`src/rtl/interval_timer10.sv`:
```
module interval_timer10 #(
  parameter int CNT_W   = 10,
  parameter int DIV     = 12,
  parameter int REG_W   = 8,
  parameter int RUN_POS = 4,
  parameter int CLR_POS = 5,
  parameter int GEN_POS = 7,
  parameter int TEN_POS = 4
) (
  input  logic             clk,
  input  logic             rst_n,
  input  logic             ctl_we,
  input  logic [REG_W-1:0] ctl_wdata,
  input  logic             cmd_we,
  input  logic [REG_W-1:0] cmd_wdata,
  input  logic             ien_we,
  input  logic [REG_W-1:0] ien_wdata,
  output logic [CNT_W-1:0] count,
  output logic             ovf_flag,
  output logic             irq
);
  localparam int               PW    = (DIV > 1) ? $clog2(DIV) : 1;
  localparam logic [PW-1:0]    PLAST = PW'(DIV - 1);
  localparam logic [CNT_W-1:0] CLAST = '1;

  logic          run, en_g, en_t;
  logic [PW-1:0] presc;
  logic          stop_req, tick, wrap, clr;

  assign stop_req = ctl_we & ~ctl_wdata[RUN_POS];
  assign tick     = run & (presc == PLAST);
  assign wrap     = tick & (count == CLAST);
  assign clr      = cmd_we & cmd_wdata[CLR_POS];
  assign irq      = ovf_flag & en_g & en_t;

  always_ff @(posedge clk) begin
    if (!rst_n) begin
      run      <= 1'b0;
      presc    <= '0;
      count    <= '0;
      ovf_flag <= 1'b0;
      en_g     <= 1'b0;
      en_t     <= 1'b0;
    end else begin
      if (ctl_we) run <= ctl_wdata[RUN_POS];
      if (stop_req || !run || tick) presc <= '0;
      else                          presc <= presc + PW'(1);
      if (stop_req)  count <= '0;
      else if (tick) count <= count + CNT_W'(1);
      if (wrap)     ovf_flag <= 1'b1;
      else if (clr) ovf_flag <= 1'b0;
      if (ien_we) begin
        en_g <= ien_wdata[GEN_POS];
        en_t <= ien_wdata[TEN_POS];
      end
    end
  end

  assert_presc_R2: assert property (@(posedge clk) disable iff (!rst_n)
    presc <= PLAST);
  assert_hold_R2: assert property (@(posedge clk) disable iff (!rst_n)
    (!ctl_we && !tick) |=> $stable(count));
  assert_step_R2: assert property (@(posedge clk) disable iff (!rst_n)
    (tick && !stop_req) |=> count == $past(count) + CNT_W'(1));
  assert_stop_R4: assert property (@(posedge clk) disable iff (!rst_n)
    stop_req |=> (count == '0));
  assert_wrap_R5: assert property (@(posedge clk) disable iff (!rst_n)
    (wrap && !stop_req) |=> (ovf_flag && count == '0));
  assert_clear_R6: assert property (@(posedge clk) disable iff (!rst_n)
    (clr && !wrap) |=> !ovf_flag);
  assert_collide_R7: assert property (@(posedge clk) disable iff (!rst_n)
    (clr && wrap) |=> ovf_flag);
  assert_gate_R8: assert property (@(posedge clk) disable iff (!rst_n)
    (ien_we && !ien_wdata[GEN_POS]) |=> !irq);
endmodule

```
`config.mk`:
```
export PLATFORM = sky130hd
export DESIGN_NAME = interval_timer10
export DESIGN_NICKNAME = d
export VERILOG_FILES = /design/src/rtl/interval_timer10.sv
export SDC_FILE = /design/constraint.sdc
export NUM_CORES = 1
export LEC_CHECK = 0
export CORE_AREA = 2 2 39 41
export CTS_BUF_LIST = sky130_fd_sc_hd__clkbuf_16
export DETAILED_ROUTE_END_ITERATION = 7
export DIE_AREA = 0 0 41 43
export DONT_BUFFER_PORTS = 1
export PLACE_DENSITY = 0.75
export SYNTH_ARGS = -nofsm -noshare
export SYNTH_HDL_FRONTEND = slang
export SYNTH_SLANG_ARGS = --single-unit
```
`constraint.sdc`:
```
create_clock -name clk -period 2.59 [get_ports clk]
set_clock_uncertainty 0.05 [all_clocks]
set_input_delay 0.1295 -clock clk [delete_from_list [all_inputs] [get_ports clk]]
set_output_delay 0.1295 -clock clk [all_outputs]
set_load 0.01 [all_outputs]
```
==> results of run 1 <==
-- synth_stat cells --
library cell / instances
and3b_1: 1
and3_1: 1
nor2_1: 6
buf_6: 1
nand2_1: 3
or3b_2: 1
inv_1: 4
xor2_1: 1
a21oi_1: 8
nand4_1: 3
buf_2: 1
nor4_1: 2
or3_1: 2
nand4b_4: 1
dfxtp_1: 18
mux2i_1: 5
o31ai_1: 5
or4_1: 5
nand3_1: 5
a21boi_0: 2
nand2b_1: 1
nor3b_1: 2
nor2b_1: 2
o21ai_0: 3
ha_1: 2
o21a_1: 1
-- final timing paths --
kind | slack, ns | endpoint
max | 0.82 | count[8]$_SDFFE_PP0P_
min | 0.01 | count[9]$_SDFFE_PP0P_
max reg2reg | 0.82 | count[8]$_SDFFE_PP0P_
min reg2reg | 0.43 | presc[0]$_SDFF_PP0_
-- layer usage --
layer | global-route usage | up-vias | part of all wire
met5 | 0 | - | 0
met4 | 0.1000 | 0 | 0.016
met3 | 0.07330 | 4 | 0.069
met2 | 0.3250 | 24 | 0.49
met1 | 0.2303 | 301 | 0.42
li1 | - | 332 | -
-- registers in the layout, indices dropped and copies added (netlist names) --
name,flops
ovf_flag,1
count,10
presc,4
en_t,1
en_g,1
run,1
-- repair_timing --
| action | CTS | global route |
|---|---|---|
| endpoints found under the hold margin | 4 | 0 |
| endpoints found under the setup margin | 0 | 0 |
| hold buffers | 2 | 0 |
| resized for setup | 0 | 0 |
-- logic make-up (layout without fill, tap and decap cells) --
logic type                 count (synthesis)  in the layout  synth area share
AOI/OAI and AO/OA                         19             19            0.1418
xor gates and xnor gates                   1              1           0.01079
adders and majority gates                  2              2           0.03081
buffers and inverters                      6              9           0.03851
DFF                                       18             18            0.4438
muxes                                      5              5           0.06164
and+or+nand+nor                           35             35            0.2727
-- layout make-up --
cell class | instances | area, um2
Multi-Input combinational cell | 62 | 420.4
Timing Repair Buffer | 2 | 20.02
Inverter | 4 | 15.01
Tap cell | 16 | 20.02
Clock buffer | 3 | 75.07
Fill cell | 114 | 473.0
Sequential cell | 18 | 360.3
-- per-stage QoR --
step / worst slack [ns] / cells / total power [mW] / hold slack [ns] / cell area, um2
floorplan: 1.036 / 86 / 0.2982 / 0.1953 / 812.0
global placement: 0.9014 / 100 / 0.3004 / 0.1991 / 815.8
detailed placement: 0.8552 / 100 / 0.3012 / 0.2033 / 815.8
CTS: 0.8392 / 105 / 0.5990 / 0.01242 / 910.9
global route: 0.7200 / 105 / 0.6160 / 0.01972 / 910.9
finish: 0.8221 / 105 / 0.5962 / 0.01248 / 910.9
-- report_power, final --
group	internal (mW)	switching, mW	leakage, nW	total [mW]
registers	0.281	0.00281	0.146	0.284
logic	0.00667	0.00758	0.151	0.0143
clock network	0.203	0.0952	0.0370	0.298
total	0.491	0.106	0.333	0.596
==> metrics.md, run 1 <==
| Metric | Value |
|---|---|
| Status | `complete, no violations` |
| Slew Limit Fails | `0` |
| Maxcap violations | `0` |
| Final min period | `1.768 ns` |
| Worst Setup SP | `presc[0]$_SDFF_PP0_` |
| R2R Path Start | `presc[0]$_SDFF_PP0_` |
| Die width | `41 um` |
| CTS sink count | `18` |
| Post-synthesis register bit count | `18` |
| Slowest-stage cell, CP | `or4_1` |
| Final Hold Fails | `0` |
| Slew margin rel. | `0.7541` |
| Crit path DAT | `1.89 ns` |
| Yosys top cell by area | `dfxtp_1` |
| Max clock buf depth | `2` |
| Placer Congestion | `0.7938` |
| Die ar. | `1763 um2` |
| Hold path cells | `2` |
| Mean post-synth cell area | `9.442 um2` |
| Peak supply drop | `0.0004449 V` |
| CP required | `2.71 ns` |
| Setup CP Type | `reg2reg` |
| HP Class | `in2reg` |
| Clk Latency, worst-skew pair | `0.24 ns` |
| DR iter-0 viols | `12` |
| Grt ovf | `0` |
| H-tree levels | `1` |
| Syn_nets | `117` |
| Post-DRT Antenna Nets | `0` |
| Total number of yosys warnings | `0` |
| Vias in the first global route | `621` |
| Power per standard cell area | `654.5 nW/um2` |
| # IOs | `41` |
| Most common cell after layout, fill and taps aside | `dfxtp_1` |
| CP Launch Type | `flip-flop` |
| Most frequent cells in the layout | `dfxtp_1, a21oi_1, nor2_1` |
| Remaining DRCs | `0` |
| Die H | `43 um` |
| CTS root buf | `clkbuf_16` |
| Initial Util | `0.5868` |
| Core area | `1384 um2` |
| Worst-path clk slew | `0.05 ns` |
| Yosys top cell area share | `0.4438` |
| Largest net degree at the start of global routing | `21` |
| Cell Chain, Critical Path | `ha_1 > nand4b_4 > or4_1 > a21oi_1` |
| Vias per Instance | `6.295` |
| Overall fraction of global-route tracks in use | `0.2053` |
| Layout cells sized above 1 | `0.05618` |
| Max incr delay on CP | `0.58 ns` |
| Crit path max fanout | `20` |
| Final period util | `0.6826` |
| Lkg Pwr | `0.3332 nW` |
| Register-to-Register Path Depth | `4` |
| Total Negative Setup Slacks | `0 ns` |
| RSZ-0062 raised after global routing | `no` |
| DR WL/cell | `14.70 um` |
| DRT Wirelength | `1.544 mm` |
| Final Util | `0.6582` |
| Initial antenna violation count | `0` |
| Critical path buffer and inverter count | `0` |
| Post-Syn Area | `812.0 um2` |
| IO Port Bufs | `0` |
| Stages on worst setup path | `4` |
| Total number of vias | `661` |
| Global-route wire length before repair | `2.442 mm` |
| Mapped Cells | `86` |
| Fmax | `565.6 MHz` |
| TritonCTS buffer count | `3` |
| Worst setup EP type | `flip-flop` |
| Fin nets | `122` |
| Row count | `14` |
| Register area share after synthesis | `0.4438` |
| Least-Margin Pin Slew | `0.3680 ns` |
| N_diodes | `0` |
| Hpwl dp | `1.031 mm` |
| Endpoints failing setup | `0` |
| Top cells by area, synth | `dfxtp_1, mux2i_1, a21oi_1` |
| Area growth syn-to-layout | `12.17%` |
| CTS tree | `built` |
| Hold path start | `rst_n` |
| DRT Pass-1 Iters | `4` |
| Post-CTS Setup Repair Bufs | `0` |
| CP delay by family, top | `simple AND/OR/NAND/NOR gates` |
| Cell variety after synth | `26` |
Note: power is estimated with default switching activity, not from simulation.
==> inputs of run 2 (changes only) <==
Settings changed: CORE_AREA 2 2 39 41 to not set, CORE_UTILIZATION set to 58, DIE_AREA 0 0 41 43 to not set, PLACE_DENSITY 0.75 to 0.72.
Clock period 2.59 ns to 1.7 ns, I/O delays scaled along.
==> metrics.md, run 2 (synthesized netlist as in run 1, its figures left out) <==
| Metric | Value |
|---|---|
| Status | `complete, no violations` |
| GR Util met1 | `0.2569 (+0.02668)` |
| CTS sink count | `18 (unchanged)` |
| Placer Congestion | `0.6639 (-16%)` |
| Grt ovf | `0 (unchanged)` |
| Remaining DRCs | `0 (unchanged)` |
| DR iter-0 viols | `8 (-4)` |
| Comb power frac | `0.036 (+0.012)` |
| Most frequent cells in the layout | `dfxtp_1, a21oi_1, nor2_1, dlygate4sd3_1` |
| Register-to-Register Path Depth | `4 (unchanged)` |
| # fillers | `100 (-12%)` |
| Most common cell after layout, fill and taps aside | `dfxtp_1` |
| Row count | `13 (-1)` |
| Switching Power | `0.1822 mW (+73%)` |
| Slew Limit Fails | `0 (unchanged)` |
| CP required | `1.83 ns (-0.88 ns)` |
| Switch share | `0.1936 (+0.01655)` |
| Layout cells sized above 1 | `0.1111 (+0.05493)` |
| Max clock buf depth | `2 (unchanged)` |
| RSZ-0062 raised after global routing | `no` |
| Die H | `39.42 um (-8.3%)` |
| DRT Pass-1 Iters | `4 (unchanged)` |
| DRT Wirelength | `1.820 mm (+18%)` |
| GRT Max-Usage Layer | `met2` |
| Post-DRT Antenna Nets | `0 (unchanged)` |
| Slew margin rel. | `0.7580 (+0.003967)` |
| Pint | `0.7588 mW (+55%)` |
| Vias in the first global route | `613 (-1.3%)` |
| Initial Util | `0.6240 (+0.03724)` |
| Hold slack | `0.03544 ns (+0.02297 ns)` |
| DR WL/cell | `15.96 um (+8.6%)` |
| Vias per Instance | `6.430 (+2.1%)` |
| Core area | `1301 um2 (-6.0%)` |
| Critical path buffer and inverter count | `0 (unchanged)` |
| TritonCTS buffer count | `3 (unchanged)` |
| Largest net degree at the start of global routing | `14 (-33%)` |
| Max reg flops | `10 (unchanged)` |
| Clock share of power | `0.503 (+0.003)` |
| Largest regs | `count (10), presc (4)` |
| CP Launch Type | `flip-flop` |
| Hold path cells | `2 (unchanged)` |
| Die ar. | `1554 um2 (-12%)` |
| Final min period | `1.590 ns (-0.1777 ns)` |
| Clk Latency, worst-skew pair | `0.25 ns (about the same)` |
| Crit path DAT | `1.72 ns (-0.17 ns)` |
| Slowest-stage cell, CP | `or4_1` |
| Finished Cell Area | `1011 um2 (+11%)` |
| Cell Chain, Critical Path | `ha_4 > nand4b_4 > or4_1 > a21oi_1` |
| Power per standard cell area | `930.8 nW/um2 (+42%)` |
| Final period util | `0.9354 (+0.2528)` |
| Global-route wire length before repair | `2.553 mm (+4.5%)` |
| Die width | `39.42 um (-3.9%)` |
| Area of the multi-input gates | `447.9 um2 (+6.5%)` |
| Total Negative Setup Slacks | `0 ns (unchanged)` |
| Worst setup EP type | `flip-flop` |
| Grt met2 use | `0.4549 (+0.1299)` |
| Fin nets | `131 (+7.4%)` |
| Setup CP Type | `reg2reg` |
| IO Port Bufs | `0 (unchanged)` |
| Hpwl dp | `1.091 mm (+5.8%)` |
| N_diodes | `0 (unchanged)` |
| HP Class | `in2reg` |
| Endpoints failing setup | `0 (unchanged)` |
| Lkg Pwr | `0.3817 nW (+15%)` |
| CP delay by family, top | `simple AND/OR/NAND/NOR gates` |
| Final Hold Fails | `0 (unchanged)` |
| Part of the power in registers | `0.461 (-0.015)` |
| Maxcap violations | `0 (unchanged)` |
| H-tree levels | `1 (unchanged)` |
| FF/Latch Area | `360.3 um2 (unchanged)` |
| Initial antenna violation count | `0 (unchanged)` |
| Met3 usage | `0.07386 (+0.0005652)` |
| Crit path max fanout | `7 (-65%)` |
| DP Area | `837.1 um2 (+2.6%)` |
| Fmax | `628.8 MHz (+11%)` |
| Stages on worst setup path | `4 (unchanged)` |
| CTS root buf | `clkbuf_16` |
| Largest Register | `count` |
| Least-Margin Pin Slew | `0.3621 ns (-0.005935 ns)` |
| Area growth syn-to-layout | `24.50%` |
| Worst-path clk slew | `0.05 ns (about the same)` |
| Total number of vias | `733 (+11%)` |
| Peak supply drop | `0.0006753 V (+52%)` |
| # IOs | `41 (unchanged)` |
| Max incr delay on CP | `0.55 ns (-0.03 ns)` |
| Overall fraction of global-route tracks in use | `0.2595 (+0.05422)` |
| CTS tree | `built` |
run 2: cell types whose count changed in the layout (fill, tap and decap cells not counted):
cell / change
clkinv_1: +1
ha_4: +1
nand4b_2: +1
ha_1: -1
buf_4: +4
dlygate4sd3_1: +4
run 2: power by group through the flow:
stage	Combinational (mW)	Sequential (mW)	Clock, mW
after floorplan	0.0142	0.440	0
after CTS	0.0320	0.432	0.482
after global placement	0.0170	0.441	0
after global routing	0.0363	0.434	0.493
after detailed placement	0.0178	0.441	0
final	0.0339	0.434	0.474
run 2: final timing paths:
kind / startpoint / endpoint / slack [ns]
worst max register to register: presc[0]$_SDFF_PP0_ / count[8]$_SDFFE_PP0P_ / 0.11
worst max-delay path: presc[0]$_SDFF_PP0_ / count[8]$_SDFFE_PP0P_ / 0.11
worst min-delay path: rst_n / presc[1]$_SDFF_PP0_ / 0.04
worst min register to register: presc[0]$_SDFF_PP0_ / presc[0]$_SDFF_PP0_ / 0.47
run 2: layer usage:
layer  up-vias  wire (um)  part of all wire
met3         9         85             0.047
met2        24        910              0.50
li1        351          -                 -
met1       349        758              0.42
met5         -          0                 0
met4         0         65             0.036
run 2: final cells by class:
class	count	share of cell area
multi-input cells	63	0.4431
flip-flops and latches	18	0.3564
repair buffers	10	0.08911
clock buffers	3	0.07426
well taps	15	0.01856
inverters	4	0.01485
clock inverters	1	0.003713
run 2: stage by stage:
| step | total power, mW | setup WS [ns] | utilization | std cells |
|---|---|---|---|---|
| after floorplan | 0.4543 | 0.1464 | - | 86 |
| after global placement | 0.4578 | 0.08247 | 0.6433 | 102 |
| after detailed placement | 0.4588 | 0.01968 | 0.6433 | 102 |
| after CTS | 0.9460 | 0.03720 | 0.7519 | 112 |
| after global routing | 0.9639 | 0.04404 | 0.7769 | 114 |
| final | 0.9410 | 0.1098 | 0.7769 | 114 |
run 2: what timing repair did:
item	CTS	global route
resized for setup	1	1
setup buffers	0	1
gates cloned	0	1
setup endpoints to repair	1	5
pin swaps	0	0
hold endpoints to repair	5	0
hold buffers	6	0
run 2: worst reg2reg max path: cells and delay by family, from the launching register on:
kind	cells	cell delay, ns
AOI/OAI and AO/OA	1	0.15
adders and majority gates	1	0.20
DFF	1	0.40
and+or+nand+nor	2	0.71
==> inputs of run 3 (changes only) <==
Settings changed: MAX_ROUTING_LAYER set to met4, TNS_END_PERCENT set to 30.
==> metrics.md, run 3 (synthesized netlist as in run 1, its figures left out) <==
| Metric | Value |
|---|---|
| Status | `complete, no violations` |
| TritonCTS buffer count | `3 (unchanged)` |
| DR iter-0 viols | `7 (-1)` |
| Setup CP Type | `reg2reg` |
| Remaining DRCs | `0 (unchanged)` |
| CP required | `1.83 ns (about the same)` |
| Clk Latency, worst-skew pair | `0.25 ns (about the same)` |
| CP Launch Type | `flip-flop` |
| Die width | `39.42 um (unchanged)` |
| Most common cell after layout, fill and taps aside | `dfxtp_1` |
| Die ar. | `1554 um2 (unchanged)` |
| Final Util | `0.7769 (unchanged)` |
| N_diodes | `0 (unchanged)` |
| Slew Limit Fails | `0 (unchanged)` |
| Peak supply drop | `0.0006754 V (about the same)` |
| Placer Congestion | `0.6701 (+0.93%)` |
| Overall fraction of global-route tracks in use | `0.2658 (+0.006298)` |
| Post-DRT Antenna Nets | `0 (unchanged)` |
| Worst setup EP type | `flip-flop` |
| Max clock buf depth | `2 (unchanged)` |
| Largest Register | `count` |
| Worst Setup SP | `presc[0]$_SDFF_PP0_` |
| DRT Wirelength | `1.816 mm (-0.22%)` |
| Total Negative Setup Slacks | `0 ns (unchanged)` |
| DRT Pass-1 Iters | `4 (unchanged)` |
| Endpoints failing setup | `0 (unchanged)` |
| Worst-path clk slew | `0.05 ns (about the same)` |
| Crit path DAT | `1.72 ns (about the same)` |
| Initial Util | `0.6240 (unchanged)` |
| Lkg Pwr | `0.3817 nW (unchanged)` |
| H-tree levels | `1 (unchanged)` |
| Largest net degree at the start of global routing | `14 (unchanged)` |
| Largest regs | `count (10), presc (4)` |
| Max reg flops | `10 (unchanged)` |
| Most frequent cells in the layout | `dfxtp_1, a21oi_1, nor2_1, dlygate4sd3_1` |
| HP Class | `in2reg` |
| Final Hold Fails | `0 (unchanged)` |
| R2R Path Start | `presc[0]$_SDFF_PP0_` |
| DR WL/cell | `15.93 um (-0.22%)` |
| # IOs | `41 (unchanged)` |
| Row count | `13 (unchanged)` |
| Fin nets | `131 (unchanged)` |
| CTS tree | `built` |
| Fmax | `628.8 MHz (about the same)` |
| Vias per Instance | `6.421 (-0.14%)` |
| RR Endpoint | `count[8]$_SDFFE_PP0P_` |
| Grt ovf | `0 (unchanged)` |
| Initial antenna violation count | `0 (unchanged)` |
| Die H | `39.42 um (unchanged)` |
| Total number of vias | `732 (-0.14%)` |
| Core area | `1301 um2 (unchanged)` |
| IO Port Bufs | `0 (unchanged)` |
| FF-to-FF setup slack | `0.11 ns (about the same)` |
| Power per standard cell area | `930.8 nW/um2 (about the same)` |
| # fillers | `100 (unchanged)` |
| Least-Margin Pin Slew | `0.3625 ns (+0.0004028 ns)` |
| RSZ-0062 raised after global routing | `no` |
| Global-route wire length before repair | `2.546 mm (-0.27%)` |
| Hpwl dp | `1.091 mm (unchanged)` |
| Layout cells sized above 1 | `0.1111 (unchanged)` |
| Setup crit end | `count[8]$_SDFFE_PP0P_` |
| CTS sink count | `18 (unchanged)` |
| Final period util | `0.9355 (about the same)` |
| Maxcap violations | `0 (unchanged)` |
| Area growth syn-to-layout | `24.50% (unchanged)` |
| CTS root buf | `clkbuf_16` |
| Register-to-Register Path Depth | `4 (unchanged)` |
| Vias in the first global route | `613 (unchanged)` |
| Slew margin rel. | `0.7578 (about the same)` |
| Final min period | `1.590 ns (+0.0001520 ns)` |
| Crit path max fanout | `7 (unchanged)` |
## run 3: cell counts in the layout (fill, tap and decap cells not counted)
No cell type changed its count.
## run 3: routing by layer
layer / track usage / wire, um / vias up
met5: - / 0 / -
met4: 0.1810 / 65 / 0
met3: 0.07386 / 81 / 9
met2: 0.4549 / 907 / 24
met1: 0.2569 / 762 / 349
li1: - / - / 350
## run 3: cell type report
cell class / count / area (um2) / share of cell area
Tap cell: 15 / 18.77 / 0.01856
Sequential cell: 18 / 360.3 / 0.3564
Timing Repair Buffer: 10 / 90.09 / 0.08911
Clock buffer: 3 / 75.07 / 0.07426
Multi-Input combinational cell: 63 / 447.9 / 0.4431
Inverter: 4 / 15.01 / 0.01485
Clock inverter: 1 / 3.754 / 0.003713
## run 3: critical path: stages (launching register included)
cell and delay (ns):
dfxtp_1 0.40, ha_4 0.20, nand4b_4 0.16, or4_1 0.55
a21oi_1 0.15
## run 3: power by group
group	switching [mW]	internal [mW]
clock	0.161	0.313
sequential	0.00574	0.428
combinational	0.0157	0.0181
## run 3: worst min-delay path by stage
stage / start / end / slack, ns / cells after the start
after CTS: rst_n / presc[1]$_SDFF_PP0_ / 0.04 / 2
after global routing: rst_n / presc[3]$_SDFF_PP0_ / 0.06 / 2
final: rst_n / presc[1]$_SDFF_PP0_ / 0.04 / 2
after detailed placement: rst_n / ovf_flag$_SDFFE_PN0P_ / 0.16 / 1
after floorplan: ctl_we / run$_SDFFE_PN0P_ / 0.15 / 2
after global placement: ctl_we / run$_SDFFE_PN0P_ / 0.16 / 2
## run 3: metrics by stage
step                      setup slack [ns]  hold slack, ns  cells  instance area, um2  power [mW]
after CTS                          0.03720         0.03734    112               978.4      0.9460
after global placement             0.08247          0.1554    102               837.1      0.4578
after floorplan                     0.1464          0.1508     86               812.0      0.4543
final                               0.1096         0.03529    114                1011      0.9410
after global routing               0.04404         0.05857    114                1011      0.9639
after detailed placement           0.01968          0.1588    102               837.1      0.4588
## run 3: timing repair
item | CTS | global route
hold buffers | 6 | 0
pin swaps | 0 | 0
gates cloned | 0 | 1
setup endpoints to repair | 1 | 5
buffers inserted | 0 | 1
resized for setup | 1 | 1
endpoints found under the hold margin | 5 | 0
